`src/rtl/bom_pkg.sv`:
```
package bom_pkg;
  localparam int BOM_MSG_W = 6;

  // one codeword position: found flag plus payload
  typedef struct packed {
    logic                 ok;
    logic [BOM_MSG_W-1:0] msg;
  } slot_t;
endpackage

```
`src/rtl/bom_framer.sv`:
```
module bom_framer
  import bom_pkg::*;
#(
  parameter int FLAG_W = 8
) (
  input  logic  clk,
  input  logic  rst_n,
  input  logic  bit_valid,
  input  logic  bit_in,
  output logic  pos_end,
  output slot_t pos_slot
);
  localparam int CW_W  = FLAG_W + BOM_MSG_W + 2;
  localparam int CNT_W = $clog2(CW_W);
  localparam logic [CNT_W-1:0] LAST = CNT_W'(CW_W - 1);

  logic [CW_W-1:0]  sr_q, sr_d;
  logic [CNT_W-1:0] cnt_q, cnt_d;
  logic             lock_q, lock_d;
  logic             cw_hit;

  always_comb begin
    sr_d   = {sr_q[CW_W-2:0], bit_in};
    cw_hit = (&sr_d[CW_W-1 -: FLAG_W]) & ~sr_d[CW_W-1-FLAG_W] & ~sr_d[0];
    // locked: judge only at the 16-bit boundary; hunting: any bit may end a position
    pos_end = bit_valid & ((cnt_q == LAST) | (~lock_q & cw_hit));
    pos_slot.ok  = cw_hit;
    pos_slot.msg = sr_d[BOM_MSG_W:1];
    cnt_d  = cnt_q;
    lock_d = lock_q;
    if (bit_valid) begin
      cnt_d = pos_end ? '0 : cnt_q + 1'b1;
      if (pos_end) lock_d = cw_hit;
    end
  end

  always_ff @(posedge clk or negedge rst_n) begin
    if (!rst_n) begin
      sr_q   <= '0;
      cnt_q  <= '0;
      lock_q <= 1'b0;
    end else if (bit_valid) begin
      sr_q   <= sr_d;
      cnt_q  <= cnt_d;
      lock_q <= lock_d;
    end
  end
endmodule

```
`src/rtl/bom_vote.sv`:
```
module bom_vote
  import bom_pkg::*;
#(
  parameter int HIST_DEPTH = 10,
  parameter int VOTE_MIN   = 8
) (
  input  logic                 clk,
  input  logic                 rst_n,
  input  logic                 pos_end,
  input  slot_t                pos_slot,
  output logic                 accept,
  output logic [BOM_MSG_W-1:0] cand
);
  localparam int KEEP = HIST_DEPTH - 1;
  localparam int VW   = $clog2(HIST_DEPTH + 1);
  localparam logic [VW-1:0] VMIN = VW'(VOTE_MIN);

  slot_t                hist_q [KEEP];
  slot_t                window [HIST_DEPTH];
  logic [HIST_DEPTH-1:0] agree;
  logic [VW-1:0]         votes;

  assign window[0] = pos_slot;
  assign cand      = pos_slot.msg;

  genvar gi;
  generate
    for (gi = 1; gi < HIST_DEPTH; gi++) begin : g_win
      assign window[gi] = hist_q[gi-1];
    end
    for (gi = 0; gi < HIST_DEPTH; gi++) begin : g_agree
      assign agree[gi] = window[gi].ok & (window[gi].msg == pos_slot.msg);
    end
  endgenerate

  always_comb begin
    votes = '0;
    for (int i = 0; i < HIST_DEPTH; i++) votes = votes + VW'(agree[i]);
    accept = pos_end & pos_slot.ok & (votes >= VMIN);
  end

  always_ff @(posedge clk or negedge rst_n) begin
    if (!rst_n) begin
      for (int i = 0; i < KEEP; i++) hist_q[i] <= '0;
    end else if (pos_end) begin
      hist_q[0] <= pos_slot;
      for (int i = 1; i < KEEP; i++) hist_q[i] <= hist_q[i-1];
    end
  end
endmodule

```
`src/rtl/bom_rx.sv`:
```
module bom_rx
  import bom_pkg::*;
#(
  parameter int FLAG_W     = 8,
  parameter int HIST_DEPTH = 10,
  parameter int VOTE_MIN   = 8
) (
  input  logic                 clk,
  input  logic                 rst_n,
  input  logic                 bit_valid,
  input  logic                 bit_in,
  input  logic [BOM_MSG_W-1:0] match_value,
  input  logic                 new_mask,
  input  logic                 match_mask,
  output logic [BOM_MSG_W-1:0] msg_out,
  output logic                 msg_valid,
  output logic                 new_pulse,
  output logic                 match_pulse
);
  logic                 pos_end, accept, take;
  slot_t                pos_slot;
  logic [BOM_MSG_W-1:0] cand;
  logic [BOM_MSG_W-1:0] acc_msg_q, acc_msg_d;
  logic                 acc_vld_q, acc_vld_d, new_q, new_d, match_q, match_d;

  bom_framer #(.FLAG_W(FLAG_W)) u_framer (
    .clk(clk), .rst_n(rst_n), .bit_valid(bit_valid), .bit_in(bit_in),
    .pos_end(pos_end), .pos_slot(pos_slot)
  );

  bom_vote #(.HIST_DEPTH(HIST_DEPTH), .VOTE_MIN(VOTE_MIN)) u_vote (
    .clk(clk), .rst_n(rst_n), .pos_end(pos_end), .pos_slot(pos_slot),
    .accept(accept), .cand(cand)
  );

  always_comb begin
    take      = accept & (~acc_vld_q | (cand != acc_msg_q));
    acc_msg_d = take ? cand : acc_msg_q;
    acc_vld_d = acc_vld_q | take;
    new_d     = take & ~new_mask;
    match_d   = take & (cand == match_value) & ~match_mask;
  end

  always_ff @(posedge clk or negedge rst_n) begin
    if (!rst_n) begin
      acc_msg_q <= '0;
      acc_vld_q <= 1'b0;
      new_q     <= 1'b0;
      match_q   <= 1'b0;
    end else begin
      acc_msg_q <= acc_msg_d;
      acc_vld_q <= acc_vld_d;
      new_q     <= new_d;
      match_q   <= match_d;
    end
  end

  assign msg_out     = acc_msg_q;
  assign msg_valid   = acc_vld_q;
  assign new_pulse   = new_q;
  assign match_pulse = match_q;
endmodule

```
`config.mk`:
```
export PLATFORM = sky130hd
export DESIGN_NAME = bom_rx
export DESIGN_NICKNAME = d
export VERILOG_FILES = /design/src/rtl/bom_pkg.sv /design/src/rtl/bom_framer.sv /design/src/rtl/bom_vote.sv /design/src/rtl/bom_rx.sv
export SDC_FILE = /design/constraint.sdc
export NUM_CORES = 1
export LEC_CHECK = 0
export ABC_AREA = 1
export CAP_MARGIN = 40
export CORE_UTILIZATION = 50
export DETAILED_ROUTE_END_ITERATION = 12
export GPL_TIMING_DRIVEN = 1
export HOLD_SLACK_MARGIN = 0.06
export PLACE_DENSITY = 0.77
export SYNTH_ARGS = -nofsm -noshare
export SYNTH_HDL_FRONTEND = slang
export SYNTH_SLANG_ARGS = --single-unit
```
`constraint.sdc`:
```
create_clock -name clk -period 4.7 [get_ports clk]
set_input_delay 0.47 -clock clk [delete_from_list [all_inputs] [get_ports clk]]
set_output_delay 0.47 -clock clk [all_outputs]
set_load 0.005 [all_outputs]
```
==> qor.txt <==
status = finished clean
root buf cell = clkbuf_8
io pins = 21
synthesized cell area = 0.00469 mm^2
crit path launch type = flip-flop
die span in x = 98.8 um
H-Tree Depth = 3
vias in the first global route = 3757
Crit path max-delay family = adder cells
GP Congestion = 0.821
fillers = 788
grt total ovfl = 0
routed len/inst = 15.8 um
FF-to-FF path depth = 18
max frequency = 240 MHz
Simple-Gate Fraction of Synth Area = 28.2%
peak supply drop = 252 uV
R2R setup slack = 0.53 ns
Tot Pwr = 0.00218 W
Unique masters post-synth = 35
cells after synthesis = 571
final WL = 11.1 mm
CP Buf/Inv Count = 3
worst reg2reg startpoint = u_framer.sr_q[5]
crit end category = flip-flop
share of layout cells above drive strength 1 = 6.78%
GRT Overall Usage = 24.5%
largest net degree at the start of global routing = 76
WP depth = 18
Area Growth Syn to Fin = 10.2%
largest family of logic cells by synthesized area = simple AND/OR/NAND/NOR gates
cell mode on critical path = nand2_1
initial antenna violation count = 0
CP required = 5.00 ns
DP HPWL = 7.23 mm
adder-cell share of the synthesized area = 3.74%
Max-slew headroom = 47.5%
post-route ant nets = 0
clock buffer depth = 2
DR iter-0 viols = 366
MaxCap Viol Count = 0
final setup vio count = 0
first-pass GRT wire length = 18.8 mm
pwr/cell area = 422 mW/mm^2
Tcrit/Tclk final = 88.7%
worst path arrival time = 4.46 ns
post-route cell area = 0.00517 mm^2
ant diodes = 0
Sink Count = 91
endpoints failing hold = 0
Hold Crit Class = reg -> reg
unrepaired setup endpoints after global routing = false
core area = 0.00889 mm^2
slowest CP cell = fa_1
Min-Delay Startpoint = u_vote.hist_q[33]
Die ar. = 0.00977 mm^2
Yosys reg bits = 91
std cell rows = 34
Seq/Total Area, Yosys = 48.6%
Max Slew Vio Count = 0
post-synthesis xor/xnor area fraction = 3.36%
IO buf count = 20
Critical Path, Cell by Cell = clkinv_1 -> nand2_1 -> o21ai_0 -> nor2_1 -> nand2_1 -> nor3_1 -> ha_1 -> inv_1 -> fa_1 -> fa_1 -> inv_1 -> fa_1 -> fa_1 -> nand3_1 -> nand2_1 -> nand3_2 -> nand2_1 -> nand2_1
worst r2r dst = msg_out[3]
Final min period = 4.17 ns
Compound-Gate Fraction of Synth Area = 8.72%
Post-CTS Setup Repair Bufs = 0
Setup TNS = 0 ns
Nets = 609
Setup CP Type = reg -> reg
Fin Hold WS = 0.491 ns
die height = 98.8 um
leakage = 2.60 nW
hold-critical path depth = 2
crit-path max cell delay = 0.55 ns
Avg Vias per Cell = 5.66
Synthesis Warnings = 0
Hold Path Sink = u_vote.hist_q[26]
final clock skew = 0.0142 ns
post-cts resize count = 0
mux contribution to synthesized area = 0%
routed vias = 3948
Slew @ Worst Pin = 0.788 ns
syn nets = 594
Synth Area per Inst = 8.21 um^2
CTS Buf Count = 9
CTS tree = done
1st-pass router iterations = 5
DR DRC count = 0
Worst-path clk slew = 0.09 ns
Placed Area = 0.00495 mm^2
starting utilization of the core area = 52.7%
worst skew pair latency = 0.36 ns
CP Max Fanout = 9
## final cells by class
cell class                 count  area, um^2  share of cell area (%)
clock buffer                  11         131                    2.54
inverter                      39         146                    2.83
clock inverter                 4        76.3                    1.48
tap                          108         135                    2.62
timing repair buffer          38         335                    6.49
sequential                    91        2280                    44.1
multi-input combinational    407        2060                    40.0
## state kept, by name (all words and copies together), names as in the netlist
register and cells:
u_framer.lock_q 1, match_pulse 1, u_framer.sr_q 15, new_pulse 1
u_vote.hist_q 62, msg_out 6, u_framer.cnt_q 4, msg_valid 1
## synth_stat cells
cell type    n  area, um^2
nand2_1    195         732
dfrtp_1     91        2280
nand3_1     62         310
o21ai_0     39         195
inv_1       37         139
nor2_1      21        78.8
nand4_1     13        81.3
o22ai_1     13        81.3
clkbuf_1    12        45.0
xnor2_1      9        78.8
xor2_1       9        78.8
buf_2        8        40.0
nor3_1       8        40.0
a21oi_1      7        35.0
buf_6        6        67.6
ha_1         6        75.1
buf_4        5        37.5
fa_1         5         100
a22o_1       3        26.3
buf_1        3        11.3
or2_2        3        18.8
a211oi_1     2        15.0
o221ai_1     2        17.5
a21oi_2      1        8.76
a221oi_1     1        8.76
a31oi_1      1        6.26
and3_1       1        6.26
clkinv_1     1        3.75
inv_2        1        3.75
nand2_2      1        6.26
nand3_2      1        10.0
nand3_4      1        17.5
nand4_4      1        21.3
o21a_1       1        7.51
o21bai_1     1        7.51
## per-layer routing
| metal | track usage, % | part of all wire, % | vias to the layer above |
|---|---|---|---|
| li1 | - | - | 1889 |
| met1 | 34.2 | 44 | 1910 |
| met2 | 39.1 | 48 | 131 |
| met3 | 4.75 | 6.0 | 18 |
| met4 | 7.00 | 2.1 | 0 |
| met5 | 0 | 0 | - |
## timing repair
| action | CTS | global route |
|---|---|---|
| hold buffers | 1 | 0 |
| setup endpoints to repair | 0 | 0 |
| endpoints found under the hold margin | 29 | 0 |
## tightest hold or removal path, cell delays in order, from the launching register on
cell	delay [ns]
dfrtp_1	0.35
nand2_1	0.06
nand2_1	0.05
## power by group
part	switching, W	leakage, nW	internal [W]
combinational	0.000303	1.30	0.000212
sequential	0.000153	1.20	0.000947
clock	0.000267	0.0996	0.000298
## cell usage in the layout, fill, tap and decap left out, types with 13 or more instances in the layout
cell type,Yosys,layout
nand3_1,62,62
nand4_1,13,13
clkdlybuf4s50_1,0,19
dfrtp_1,91,91
inv_1,37,37
nor2_1,21,21
nand2_1,195,195
o21ai_0,39,39
buf_4,5,18
o22ai_1,13,13
## how the worst max path moves through the flow
stage | startpoint | to
3_5_place_dp | bit_in | msg_out[3]
2_1_floorplan | u_framer.sr_q[0] | msg_valid
5_1_grt | u_framer.sr_q[5] | msg_out[4]
6_report | u_framer.sr_q[5] | msg_out[3]
4_1_cts | u_framer.sr_q[5] | msg_out[5]
3_3_place_gp | bit_in | msg_out[5]
## cells by family (layout without fill, tap and decap cells)
family | Yosys count | after routing
adder cells (fa/ha/maj) | 11 | 11
AO/OA/AOI/OAI | 71 | 71
XOR/XNOR | 18 | 18
flip-flops | 91 | 91
AND/OR/NAND/NOR | 307 | 307
buffers and inverters | 73 | 92
## stage by stage
step	utilization (%)	setup slack, ns	std cells
floorplan	-	0.781	571
global placement	55.7	0.524	682
detailed placement	55.7	0.418	682
CTS	58.1	0.546	698
global route	58.1	0.219	698
finish	58.1	0.533	698
Power figures use the tool's default switching activity.
